### src/rtl/r4ppg_pkg.sv
package r4ppg_pkg;

  // Strobes issued by the control unit to the datapath each cycle.
  typedef struct packed {
    logic loadStage;   // capture selected partial products
    logic loadResult;  // capture the summed product
  } ppgStrobe_t;

endpackage

### src/rtl/r4_digit_decoder.sv
// Turns one 2-bit digit into a one-hot select over {W, 2W, 3W}.
module r4_digit_decoder (
  input  logic [1:0] digit,
  output logic [2:0] sel
);
  always_comb begin
    unique case (digit)
      2'd1:    sel = 3'b001;
      2'd2:    sel = 3'b010;
      2'd3:    sel = 3'b100;
      default: sel = 3'b000;
    endcase
  end
endmodule

### src/rtl/r4_and_or_cell.sv
// Gates each shared multiple with its select line and ORs the results.
module r4_and_or_cell #(
  parameter int MULT_W = 10
) (
  input  logic [MULT_W-1:0] mult1,
  input  logic [MULT_W-1:0] mult2,
  input  logic [MULT_W-1:0] mult3,
  input  logic [2:0]        sel,
  output logic [MULT_W-1:0] partProd
);
  always_comb begin
    partProd = ({MULT_W{sel[0]}} & mult1)
             | ({MULT_W{sel[1]}} & mult2)
             | ({MULT_W{sel[2]}} & mult3);
  end
endmodule

### src/rtl/r4ppg_datapath.sv
module r4ppg_datapath
  import r4ppg_pkg::*;
#(
  parameter int COEF_W     = 8,
  parameter int DATA_L     = 8,
  parameter int PIPE_STAGE = 1,
  localparam int NUM_DIGITS = DATA_L / 2,
  localparam int MULT_W     = COEF_W + 2,
  localparam int PROD_W     = COEF_W + DATA_L
) (
  input  logic                    clk,
  input  logic                    rstN,
  input  ppgStrobe_t              strobe,
  input  logic [COEF_W-1:0]       coefIn,
  input  logic [DATA_L-1:0]       dataIn,
  output logic [PROD_W-1:0]       prodOut,
  output logic [3*NUM_DIGITS-1:0] digitSel
);

  // Shared multiples, sign-extended so that 3W cannot overflow.
  logic [MULT_W-1:0] mult1, mult2, mult3;
  always_comb begin
    mult1 = MULT_W'(signed'(coefIn));
    mult2 = mult1 << 1;
    mult3 = mult1 + mult2;
  end

  // One decoder and one AND/OR cell per digit.
  logic [MULT_W-1:0] ppSel [NUM_DIGITS];
  for (genvar k = 0; k < NUM_DIGITS; k++) begin : g_digit
    r4_digit_decoder u_dec (
      .digit (dataIn[2*k +: 2]),
      .sel   (digitSel[3*k +: 3])
    );
    r4_and_or_cell #(.MULT_W(MULT_W)) u_cell (
      .mult1    (mult1),
      .mult2    (mult2),
      .mult3    (mult3),
      .sel      (digitSel[3*k +: 3]),
      .partProd (ppSel[k])
    );
  end

  // Negative weight of the top digit: subtract W * 4^NUM_DIGITS when the sign bit is set.
  logic [PROD_W-1:0] corrSel;
  always_comb begin
    corrSel = dataIn[DATA_L-1] ? {coefIn, {DATA_L{1'b0}}} : '0;
  end

  logic [MULT_W-1:0] ppUse [NUM_DIGITS];
  logic [PROD_W-1:0] corrUse;

  if (PIPE_STAGE != 0) begin : g_pipe
    logic [MULT_W-1:0] ppReg [NUM_DIGITS];
    logic [PROD_W-1:0] corrReg;
    always_ff @(posedge clk) begin
      if (!rstN) begin
        for (int k = 0; k < NUM_DIGITS; k++) ppReg[k] <= '0;
        corrReg <= '0;
      end else if (strobe.loadStage) begin
        for (int k = 0; k < NUM_DIGITS; k++) ppReg[k] <= ppSel[k];
        corrReg <= corrSel;
      end
    end
    always_comb begin
      for (int k = 0; k < NUM_DIGITS; k++) ppUse[k] = ppReg[k];
      corrUse = corrReg;
    end
  end else begin : g_flat
    always_comb begin
      for (int k = 0; k < NUM_DIGITS; k++) ppUse[k] = ppSel[k];
      corrUse = corrSel;
    end
  end

  // Shifted accumulation of the partial products.
  logic [PROD_W-1:0] sumAcc;
  always_comb begin
    sumAcc = -corrUse;
    for (int k = 0; k < NUM_DIGITS; k++) begin
      sumAcc = sumAcc + (PROD_W'(signed'(ppUse[k])) << (2 * k));
    end
  end

  always_ff @(posedge clk) begin
    if (!rstN) begin
      prodOut <= '0;
    end else if (strobe.loadResult) begin
      prodOut <= sumAcc;
    end
  end

endmodule

### src/rtl/r4ppg_control.sv
module r4ppg_control
  import r4ppg_pkg::*;
#(
  parameter int PIPE_STAGE = 1
) (
  input  logic       clk,
  input  logic       rstN,
  input  logic       validIn,
  output ppgStrobe_t strobe,
  output logic       prodValid
);

  if (PIPE_STAGE != 0) begin : g_pipe
    logic stageValid;
    always_ff @(posedge clk) begin
      if (!rstN) stageValid <= 1'b0;
      else       stageValid <= validIn;
    end
    always_comb begin
      strobe.loadStage  = validIn;
      strobe.loadResult = stageValid;
    end
  end else begin : g_flat
    always_comb begin
      strobe.loadStage  = 1'b0;
      strobe.loadResult = validIn;
    end
  end

  always_ff @(posedge clk) begin
    if (!rstN) prodValid <= 1'b0;
    else       prodValid <= strobe.loadResult;
  end

endmodule

### src/rtl/radix4_digit_mult.sv
module radix4_digit_mult
  import r4ppg_pkg::*;
#(
  parameter int COEF_W     = 8,
  parameter int DATA_L     = 8,
  parameter int PIPE_STAGE = 1,
  localparam int NUM_DIGITS = DATA_L / 2,
  localparam int PROD_W     = COEF_W + DATA_L
) (
  input  logic              clk,
  input  logic              rstN,
  input  logic              validIn,
  input  logic [COEF_W-1:0] coefIn,
  input  logic [DATA_L-1:0] dataIn,
  output logic              prodValid,
  output logic [PROD_W-1:0] prodOut
);

  ppgStrobe_t              strobe;
  logic [3*NUM_DIGITS-1:0] digitSel;

  r4ppg_control #(.PIPE_STAGE(PIPE_STAGE)) u_ctrl (
    .clk       (clk),
    .rstN      (rstN),
    .validIn   (validIn),
    .strobe    (strobe),
    .prodValid (prodValid)
  );

  r4ppg_datapath #(
    .COEF_W     (COEF_W),
    .DATA_L     (DATA_L),
    .PIPE_STAGE (PIPE_STAGE)
  ) u_dp (
    .clk      (clk),
    .rstN     (rstN),
    .strobe   (strobe),
    .coefIn   (coefIn),
    .dataIn   (dataIn),
    .prodOut  (prodOut),
    .digitSel (digitSel)
  );

endmodule

### config.mk
export PLATFORM = sky130hd
export DESIGN_NAME = radix4_digit_mult
export DESIGN_NICKNAME = d
export VERILOG_FILES = /design/src/rtl/r4ppg_pkg.sv /design/src/rtl/r4_digit_decoder.sv /design/src/rtl/r4_and_or_cell.sv /design/src/rtl/r4ppg_datapath.sv /design/src/rtl/r4ppg_control.sv /design/src/rtl/radix4_digit_mult.sv
export SDC_FILE = /design/constraint.sdc
export NUM_CORES = 1
export LEC_CHECK = 0
export ABC_AREA = 0
export BUFFER_PORTS_ARGS = -buffer_cell sky130_fd_sc_hd__buf_2
export CAP_MARGIN = 20
export CORE_MARGIN = 2
export CORE_UTILIZATION = 27
export DETAILED_ROUTE_END_ITERATION = 8
export PLACE_DENSITY = 0.51
export SYNTH_ARGS = -nofsm -noshare
export SYNTH_HDL_FRONTEND = slang
export SYNTH_SLANG_ARGS = --single-unit
### constraint.sdc
create_clock -name clk -period 10.5 [get_ports clk]
set_input_delay 2.1 -clock clk [delete_from_list [all_inputs] [get_ports clk]]
set_output_delay 2.1 -clock clk [all_outputs]
set_load 0.05 [all_outputs]
; Yosys cells after proc, flatten, opt, wreduce, memory -nomap -nowiden
; Memory sizes are Yosys's and may differ from the RTL's.
; Index checks and enable logic that the tools add are counted.
[totals]
regBits = 34
word_cells = 60
output_inout_bits = 17
memories = 1
input_bits = 19
ramBits = 40
[classes]
eq_ne = 12
n_addsub = 6
mux = 13
bitwise_logic = 24
[memory_table]
columns = name, depth, width, read_ports, rd_ports_with_merged_regs, wr, line_no
row1 = u_dp.g_pipe.ppReg, 4, 10, 4, 0, 4, r4ppg_datapath.sv:54  ; logic [MULT_W-1:0] ppReg [NUM_DIGITS];
[ops]
columns = cell, count
row1 = bitwise AND 10 bit, 12
row2 = OR 10 bit, 8
row3 = adder 16 bit, 4
row4 = 2-to-1 mux 10 bit, 4
row5 = case mux 3 bit (3 select lines), 4
row6 = == test 2 bit (second input constant), 8
row7 = 2-to-1 mux 16 bit, 1
row8 = negation 16 bit, 1
row9 = adder 8 x 9 -> 10 bit, 1
row10 = == test 2 x 1 -> 1 bit (second input constant), 4
row11 = 2-to-1 mux 1 bit, 4
row12 = OR 1 bit, 4

; Depth between registers and ports, before layout
; Gate-level depths: netlist of run 1.
[depth]
ltp_word = 6
ltp_mapped = 14
ltp_nobuf = 14

; Modules after synthesis
; A second synthesis of run 1 with hierarchy kept.
[hier_totals]
hier_cells = 491
area_unflattened_um2 = 4863.4
[modules_own_cells]
columns = mod, instances, cells_each, seq_area_each_um2, area_each_um2
row1 = r4ppg_datapath, 1, 381, 1681.6, 4045.1
row2 = r4_and_or_cell, 4, 23, 0.0, 165.2
row3 = r4_digit_decoder, 4, 3, 0.0, 22.5
row4 = r4ppg_control, 1, 6, 40.0, 67.6

; Worst setup path after synthesis of run 1
; OpenSTA, ideal clock, no wires.
[synth_timing]
kind = input port to flip-flop
startpoint = input port coefIn[0]
endpoint = memory u_dp.g_pipe.ppReg[0][7] (data pin)
cell_stages = 8
slack_ns = 6.607
arrival_time_ns = 3.637
required_time_ns = 10.244
cell_sequence = ha_1 -> fa_1 -> a21o_1 -> a21oi_1 -> o21bai_1 -> a21oi_1 -> xnor2_1 -> a41o_1
[synth_lines]
columns = element, line_no
row1 = start: declaration, radix4_digit_mult.sv:13  ; input logic [COEF_W-1:0] coefIn,
row2 = end: declaration, r4ppg_datapath.sv:54

==> results of run 1 <==
worst min path at each step:
stage                                                to  cells past startpoint
after detailed placement  u_dp.prodOut[15]$_SDFFE_PN0P_                      2
after CTS                 u_dp.prodOut[15]$_SDFFE_PN0P_                      2
after floorplan            u_dp.prodOut[0]$_SDFFE_PN0P_                      2
after global placement     u_dp.prodOut[0]$_SDFFE_PN0P_                      2
after global routing       u_dp.prodOut[2]$_SDFFE_PN0P_                      2
final                     u_dp.prodOut[15]$_SDFFE_PN0P_                      2
area by class of cell:
cell class	instances	area [um^2]	share of cell area
clock buffers	11	233	0.0432
clock inverters	5	31.3	0.00580
inverters	72	270	0.0502
multi-input cells	340	2680	0.497
flip-flops and latches	66	1720	0.319
well taps	225	282	0.0522
repair buffers	35	175	0.0325
routing by layer:
layer / global-route usage / wire length (um)
met2: 0.184 / 4910
met5: 0 / 0
met4: 0.0321 / 117
met3: 0.0412 / 828
met1: 0.178 / 5400
synth_stat cells (9+ instances only):
cell type | instances | area [um^2]
inv_1 | 70 | 263
nor2_1 | 57 | 214
a21oi_1 | 40 | 200
edfxtp_1 | 40 | 1200
ha_1 | 31 | 388
clkbuf_1 | 30 | 113
fa_1 | 29 | 581
dfxtp_1 | 26 | 521
nand3_1 | 24 | 120
xnor2_1 | 18 | 158
nand2_1 | 16 | 60.1
o21ai_0 | 16 | 80.1
a22oi_1 | 9 | 67.6
nand3b_1 | 9 | 67.6
cells in the final DEF, fill, tap and decap left out, types with 9 or more instances in the layout:
master / synthesis / routed
inv_1: 70 / 70
nor2_1: 57 / 57
a21oi_1: 40 / 40
edfxtp_1: 40 / 40
buf_2: 3 / 35
ha_1: 31 / 31
fa_1: 29 / 29
dfxtp_1: 26 / 26
nand3_1: 24 / 24
xnor2_1: 18 / 18
nand2_1: 16 / 16
o21ai_0: 16 / 16
a22oi_1: 9 / 9
nand3b_1: 9 / 9
clkbuf_16: 0 / 9
state kept, by name, summed over array words and instances, names as in the netlist:
register,count
u_ctrl.g_pipe.stageValid,1
u_ctrl.prodValid,1
u_dp.corrUse,8
u_dp.g_pipe.ppReg,40
u_dp.prodOut,16
kinds of logic (layout without fill, tap and decap cells):
family / Yosys count / in the layout / synth area share
buffers and inverters: 105 / 123 / 0.0830
AND/OR/NAND/NOR: 134 / 134 / 0.133
multiplexers: 15 / 15 / 0.0334
adder cells (fa/ha/maj): 60 / 60 / 0.202
AO/OA/AOI/OAI: 109 / 109 / 0.149
flip-flops: 66 / 66 / 0.359
XOR/XNOR: 22 / 22 / 0.0402
power breakdown:
| part | total (W) | internal, W | switching (W) |
|---|---|---|---|
| Sequential | 0.000327 | 0.000309 | 0.0000180 |
| Combinational | 0.000555 | 0.000221 | 0.000334 |
| Clock | 0.000268 | 0.000159 | 0.000109 |
| Total | 0.00115 | 0.000689 | 0.000461 |
metrics by stage:
stage	util	power [W]	area (um^2)	hold WS [ns]	setup slack (ns)
3_5_place_dp	0.295	0.000887	5120	0.477	6.25
2_1_floorplan	-	0.000774	4790	0.457	6.61
6_report	0.310	0.00115	5390	0.487	6.58
4_1_cts	0.310	0.00116	5390	0.491	6.61
3_3_place_gp	0.295	0.000877	5120	0.471	6.27
5_1_grt	0.310	0.00124	5390	0.513	6.41
worst max-delay path: cells and delay by family:
| kind | cells | cell delay (ns) |
|---|---|---|
| compound gates | 5 | 0.93 |
| fa+ha+maj | 2 | 0.64 |
| xor+xnor | 1 | 0.16 |
| buf+inv | 1 | 0.18 |
==> flow_summary.ini, run 1 <==
[sta]
worst_pin_slew_ns = 1.02
setup_viol = 0
grt_setup_unrepaired = false
fin_crit_ns = 3.92
hold_viol = 0
fmax_mhz = 255
slew_violations = 0
finalSetupTns_ns = 0
slew_headroom = 0.323
fin_skew_ns = 0.0158
min_period_over_period = 0.373

[die]
rows = 48
die_y_um = 137
start_util = 0.276
ios = 36
core_area_mm2 = 0.0174
die_area_mm2 = 0.0188
dieWidth_um = 137

[placement]
place_congestion = 0.842
port_buffers = 35
hpwl_um = 8350
dp_cells = 738

[critical_path]
crit_path_start = coefIn[1]
r2r_setup_slack_ns = 6.80
worst_path_most_repeated_cell = a21oi_1
timing.rr.end = u_dp.prodOut[15]$_SDFFE_PN0P_
arrival_ns = 4.01
path_cells = buf_2 -> ha_1 -> fa_1 -> a21o_1 -> a21oi_1 -> o21bai_1 -> a21oi_1 -> xnor2_1 -> a41o_1
start_kind = primary input
slowest_delay_ns = 0.40
worst_r2r_path_depth = 13
critPathRequiredTime_ns = 10.59
crit_path_top_delay_cell = fa_1
crit_fanout = 12
cp-end-kind = flip-flop
rr_startpoint = u_dp.corrUse[10]$_SDFFE_PN0P_
crit_type = primary input to flip-flop
cp-endpoint = u_dp.g_pipe.ppReg[2][7]$_SDFFCE_PN0P_

[synth]
syn-num-nets = 590
ys.flop_type = edfxtp_1
synth_edf_count = 40
async_flop_share = 0
syn_inst = 511
yosysUniqueCellTypes = 49
seq_area_frac_synth = 0.359
ys_warn_count = 0
synth_area_mm2 = 0.00479
postSynthAreaPerCell_um2 = 9.38
ys_seq_elements = 66

[clock_tree]
cts_sinks = 66
cts_buffers = 9
clock_latency_ns = 0.34
clk_pin_slew_ns = 0.05
clock_path_buffers = 2
cts.htree.levels = 3
cts_resized = 0
cts-root-buf = clkbuf_16
cts_tree = yes
post_cts_buffers = 0
hold_buffers = 0

[power]
power_per_cell_area_mw_per_mm2 = 213
ir_drop_mv = 0.0851
p_leak_nw = 2.30

[detailed_routing]
wire_per_inst_um = 14.9
via_per_inst = 4.76
first_pass_iters = 5
drt_iter0_drc = 290
vias = 3588
wl_um = 11300
drcViolationCount = 0
antenna_left = 0

[run_status]
status = finished clean

[finish]
final_nets = 603
layoutNonFillerInstCount = 754
fillers = 1798
layout-drive-gt1-share = 0.125
syn_to_final_growth_pct = 12.4
n_antenna_cell = 0

[global_routing]
grt_max_degree = 41
overflow = 0
grt_pass1_vias = 3359
grt_pass1_wl_um = 18100
antenna_found_initial = 0
grtUsageTotal = 0.126

[min_path]
hold_start = u_dp.prodOut[15]$_SDFFE_PN0P_
holdCritPathClass = flip-flop to flip-flop

[flow_run]
drv_cap = 0
(Power assumes the default switching activity.)
==> run 2: changes to the inputs <==
--- a/config.mk
+++ b/config.mk
@@ -11,7 +11,7 @@
 export CORE_MARGIN = 2
 export CORE_UTILIZATION = 27
 export DETAILED_ROUTE_END_ITERATION = 8
-export PLACE_DENSITY = 0.51
+export PLACE_DENSITY = 0.53
 export SYNTH_ARGS = -nofsm -noshare
 export SYNTH_HDL_FRONTEND = slang
 export SYNTH_SLANG_ARGS = --single-unit
==> constraint.sdc (replaced) <==
create_clock -name clk -period 3.4 [get_ports clk]
set_input_delay 0.68 -clock clk [delete_from_list [all_inputs] [get_ports clk]]
set_output_delay 0.68 -clock clk [all_outputs]
set_load 0.05 [all_outputs]
==> run 2 against run 1 <==
Effect of this change: utilization grew 1.3 points; flip-flop and latch count is the same; cell area grew 4.1%; critical endpoint is now u_dp.prodOut[11]$_SDFFE_PN0P_; wire length grew 0.79%; register-to-register slack lost 6.7 ns; global-route usage shrank 0.11 points; sequential power grew to 3.1 times the previous value; worst setup slack lost 6.5 ns; sequential share of layout area shrank 1.3 points; critical path depth grew 5; first-iteration DRC count grew 5.5%.
==> flow_summary.ini, run 2 (synthesis gave the netlist of run 1 again) <==
[power]
p_leak_nw = 2.38
p_switching_w = 0.00159
power_per_cell_area_mw_per_mm2 = 710
p_total_w = 0.00398
ir_drop_mv = 0.324
p_clk_frac = 0.232
internal_power_w = 0.00240
combPwrFrac = 0.516
seq_power_share = 0.252
switching_share = 0.398

[clock_tree]
clock_latency_ns = 0.33
clock_path_buffers = 2
cts_buffers = 9
cts-root-buf = clkbuf_16
clk_pin_slew_ns = 0.06
cts_tree = yes
cts.htree.levels = 3
cts_sinks = 66

[run_status]
status = finished clean

[global_routing]
grt_pass1_wl_um = 18200
antenna_found_initial = 0
grt_pass1_vias = 3542
overflow = 0
grt_max_degree = 41
grtUsageTotal = 0.125

[die]
start_util = 0.276
die_y_um = 137
rows = 48
core_area_mm2 = 0.0174
die_area_mm2 = 0.0188
ios = 36
dieWidth_um = 137

[finish]
final_nets = 614
fin_util = 0.323
n_antenna_cell = 0
final_common_cell = inv_1
mostFrequentLayoutCells = inv_1, nor2_1, edfxtp_1, a21oi_1, buf_2
layout-drive-gt1-share = 0.169
fillers = 1780
regMostFlops = u_dp.g_pipe.ppReg
stdcell_area_mm2 = 0.00561
largest_reg_flops = 40
syn_to_final_growth_pct = 17.0

[critical_path]
slowest_delay_ns = 0.54
cp-end-kind = flip-flop
worst_path_most_repeated_cell = inv_1
path_buf_inv = 4
crit_fanout = 4
start_kind = flip-flop
arrival_ns = 3.53
crit_path_top_delay_cell = fa_1
path_cells = inv_1 -> ha_1 -> inv_1 -> fa_1 -> inv_1 -> fa_1 -> inv_1 -> ha_1 -> o21ai_0 -> o21bai_2 -> a311oi_2 -> xnor2_1 -> mux2i_1 -> nor2_1
cp_top_family = adder cells
crit_type = flip-flop to flip-flop
critPathRequiredTime_ns = 3.60

[sta]
fmax_mhz = 301
setup_ws_ns = 0.0779
min_period_over_period = 0.977
slew_headroom = 0.333
worst_pin_slew_ns = 1.00
setup_viol = 0
fin_skew_ns = 0.00823
fin_crit_ns = 3.32
timing.hold.ws_ns = 0.473
slew_violations = 0
hold_viol = 0

[detailed_routing]
antenna_left = 0
drt_iter0_drc = 306
wl_um = 11300
wire_per_inst_um = 14.8
via_per_inst = 4.80
first_pass_iters = 5
vias = 3670
drcViolationCount = 0

[placement]
pre_cts_ws_ns = -0.0861
port_buffers = 35
place_congestion = 0.819
hpwl_um = 8180
placed_area_mm2 = 0.00520

[flow_run]
drv_cap = 0

[min_path]
holdCritPathClass = flip-flop to flip-flop
## run 2: changes by cell type in the layout (fill, tap and decap cells not counted), moves of 2 or more
cell	previous run	this run
o21ai_0	16	13
a21oi_1	40	37
buf_4	0	11
ha_4	0	3
clkinv_2	3	1
o21ai_1	0	2
ha_1	31	27
a21oi_2	1	3
## run 2: path summary, 6_finish.rpt
check / start / to / slack, ns / cells after the start
setup reg to reg: u_dp.g_pipe.ppReg[3][1]$_SDFFCE_PN0P_ / u_dp.prodOut[11]$_SDFFE_PN0P_ / 0.08 / 14
setup / recovery: u_dp.g_pipe.ppReg[3][1]$_SDFFCE_PN0P_ / u_dp.prodOut[11]$_SDFFE_PN0P_ / 0.08 / 14
hold / removal: u_dp.prodOut[15]$_SDFFE_PN0P_ / u_dp.prodOut[15]$_SDFFE_PN0P_ / 0.47 / 2
hold reg to reg: u_dp.prodOut[15]$_SDFFE_PN0P_ / u_dp.prodOut[15]$_SDFFE_PN0P_ / 0.47 / 2
## run 2: repair_timing
action                                  CTS  global route
buffers inserted                          0             1
hold buffers                              0             0
endpoints found under the setup margin    5             6
resized for setup                         7            14
pin swaps                                 7            17
## run 2: through the flow
stage	TNS [ns]	cells
6_report	0	765
3_5_place_dp	-0.134	748
4_1_cts	0	764
2_1_floorplan	0	511
3_3_place_gp	-0.0430	748
5_1_grt	-0.0498	765
## run 2: power groups by stage
stage          clock network [W]  logic (W)  registers, W
2_1_floorplan                  0    0.00119       0.00120
3_3_place_gp                   0    0.00177       0.00102
3_5_place_dp                   0    0.00180       0.00102
4_1_cts                 0.000944    0.00188       0.00100
5_1_grt                 0.000982    0.00226       0.00102
6_report                0.000925    0.00206       0.00100
## run 2: worst min-delay path: cells and delay by family, from the launching register on
family | cells | cell delay [ns]
flops | 1 | 0.31
compound gates | 1 | 0.05
simple gates | 1 | 0.07
## run 2: layout make-up
cell class	count	area, um^2	share of cell area
clock buffers	10	229	0.0408
clock inverters	6	67.6	0.0120
inverters	72	270	0.0482
multi-input cells	340	2780	0.496
flip-flops and latches	66	1720	0.307
well taps	225	282	0.0502
repair buffers	46	258	0.0460
## run 2: layer usage
layer / track usage / part of all wire / vias to the layer above
met1: 0.174 / 0.49 / 1756
met3: 0.0287 / 0.056 / 11
li1: - / - / 1789
met5: 0 / 0 / -
met2: 0.192 / 0.44 / 114
met4: 0.0367 / 0.013 / 0
==> run 3: changes to the inputs <==
==> constraint.sdc (replaced) <==
create_clock -name clk -period 2.79 [get_ports clk]
set_input_delay 0.558 -clock clk [delete_from_list [all_inputs] [get_ports clk]]
set_output_delay 0.558 -clock clk [all_outputs]
set_load 0.05 [all_outputs]
==> run 3 against run 2 <==
Effect of this change: the run now ends with negative setup slack left; global-route usage up 0.22 points; fmax is 1.7% higher; sequential share of layout area shrank 2.1 points; register-to-register slack got worse by 0.55 ns; die area unchanged; clock skew fell by 0.0044 ns; count of clock-buffer cells in the layout unchanged; worst hold slack improved by 0.0086 ns; cell area grew 7.4%; power rose by 37%; non-clock buffer count grew 34; largest power group unchanged; highest routed layer unchanged.
==> flow_summary.ini, run 3 (synthesis gave the netlist of run 1 again) <==
[clock_tree]
clock_path_buffers = 2
clock_latency_ns = 0.33
cts_tree = yes
clk_pin_slew_ns = 0.06
cts.htree.levels = 3
cts_sinks = 66
cts_buffers = 9
cts-root-buf = clkbuf_16

[finish]
stdcell_area_mm2 = 0.00602
syn_to_final_growth_pct = 25.6
mostFrequentLayoutCells = inv_1, nor2_1, buf_4, edfxtp_1, buf_2
largest_reg_flops = 40
regMostFlops = u_dp.g_pipe.ppReg
fin_util = 0.347
n_antenna_cell = 0
final_common_cell = inv_1
layout-drive-gt1-share = 0.261
fillers = 1781
final_nets = 648

[die]
dieWidth_um = 137
core_area_mm2 = 0.0174
start_util = 0.276
die_y_um = 137
ios = 36
rows = 48
die_area_mm2 = 0.0188

[sta]
grt_setup_unrepaired = true
hold_viol = 0
min_period_over_period = 1.17
fmax_mhz = 306
slew_headroom = 0.604
setup_viol = 8
finalSetupTns_ns = -2.53
timing.hold.ws_ns = 0.482
fin_crit_ns = 3.27
fin_skew_ns = 0.00379
worst_pin_slew_ns = 0.593
setup_ws_ns = -0.476
slew_violations = 0

[global_routing]
grtUsageTotal = 0.127
overflow = 0
grt_pass1_vias = 3654
grt_pass1_wl_um = 18500
antenna_found_initial = 0
grt_max_degree = 41

[placement]
place_congestion = 0.805
hpwl_um = 8310
port_buffers = 35
placed_area_mm2 = 0.00551

[critical_path]
arrival_ns = 3.49
slowest_delay_ns = 0.55
crit_type = flip-flop to flip-flop
start_kind = flip-flop
crit_fanout = 3
critPathRequiredTime_ns = 3.01
crit_path_top_delay_cell = fa_1
path_cells = fa_1 -> fa_1 -> inv_2 -> fa_1 -> inv_2 -> ha_4 -> a211o_1 -> o221a_2 -> o21ai_2 -> a21oi_2 -> xnor2_1 -> o21ai_1
cp-end-kind = flip-flop
worst_path_most_repeated_cell = fa_1

[power]
seq_power_share = 0.223
p_clk_frac = 0.226
p_leak_nw = 2.56
p_total_w = 0.00548
internal_power_w = 0.00343
ir_drop_mv = 0.385
p_switching_w = 0.00205
switching_share = 0.374
combPwrFrac = 0.551
power_per_cell_area_mw_per_mm2 = 909

[flow_run]
drv_cap = 0

[detailed_routing]
antenna_left = 0
wire_per_inst_um = 14.1
via_per_inst = 4.64
wl_um = 11300
first_pass_iters = 5
vias = 3711
drcViolationCount = 0
drt_iter0_drc = 381

[run_status]
status = finished, violations left
failed_checks = negative setup slack

[min_path]
holdCritPathClass = flip-flop to flip-flop
-- run 3: cell types whose count changed in the layout (fill, tap and decap cells not counted), sizes merged --
| cell | change |
|---|---|
| clkinvlp | -1 |
| buf | +34 |
| bufinv | +1 |
-- run 3: critical path, delay by kind of cell, from the launching register on --
| kind | cells | cell delay [ns] |
|---|---|---|
| AOI/OAI and AO/OA | 5 | 0.73 |
| xor gates and xnor gates | 1 | 0.19 |
| buffers and inverters | 2 | 0.09 |
| adders and majority gates | 4 | 1.75 |
| DFF | 1 | 0.40 |
-- run 3: timing repair --
| item | 4_1_cts | 5_1_grt |
|---|---|---|
| gates resized for setup | 19 | 18 |
| hold buffers | 0 | 0 |
| pin swaps | 15 | 15 |
| buffers inserted | 5 | 1 |
| endpoints found under the setup margin | 9 | 9 |
| gates cloned | 0 | 0 |
-- run 3: routing by layer --
metal | global-route usage | part of all wire | up-vias | wire (um)
li1 | - | - | 1851 | -
met1 | 0.176 | 0.49 | 1760 | 5550
met2 | 0.195 | 0.44 | 91 | 5020
met3 | 0.0298 | 0.054 | 9 | 612
met4 | 0.0395 | 0.0092 | 0 | 104
met5 | 0 | 0 | - | 0
-- run 3: final timing paths --
check	from	slack (ns)	depth (start not counted)	endpoint
setup / recovery	u_dp.g_pipe.ppReg[3][4]$_SDFFCE_PN0P_	-0.48	12	u_dp.prodOut[15]$_SDFFE_PN0P_
hold / removal	u_dp.prodOut[12]$_SDFFE_PN0P_	0.48	2	u_dp.prodOut[12]$_SDFFE_PN0P_
setup reg to reg	u_dp.g_pipe.ppReg[3][4]$_SDFFCE_PN0P_	-0.48	12	u_dp.prodOut[15]$_SDFFE_PN0P_
hold reg to reg	u_dp.prodOut[12]$_SDFFE_PN0P_	0.48	2	u_dp.prodOut[12]$_SDFFE_PN0P_
-- run 3: layout make-up --
cell class / instances / area [um^2] / area share
Multi-Input combinational cell: 340 / 2900 / 0.481
Sequential cell: 66 / 1720 / 0.286
Timing Repair Buffer: 80 / 524 / 0.0871
Tap cell: 225 / 282 / 0.0467
Inverter: 72 / 270 / 0.0449
Clock buffer: 10 / 239 / 0.0397
Clock inverter: 6 / 90.1 / 0.0150
-- run 3: power by group through the flow --
stage          Combinational, W  Clock [W]  Sequential [W]
4_1_cts                 0.00294    0.00128         0.00122
3_3_place_gp            0.00261          0         0.00124
6_report                0.00301    0.00124         0.00122
3_5_place_dp            0.00264          0         0.00124
2_1_floorplan           0.00165          0         0.00147
5_1_grt                 0.00332    0.00132         0.00124
-- run 3: metrics by stage --
stage               setup slack (ns)  instances
finish                        -0.476        799
global route                  -0.590        799
CTS                           -0.470        800
detailed placement            -0.458        779
global placement              -0.409        779
floorplan                     -0.363        511
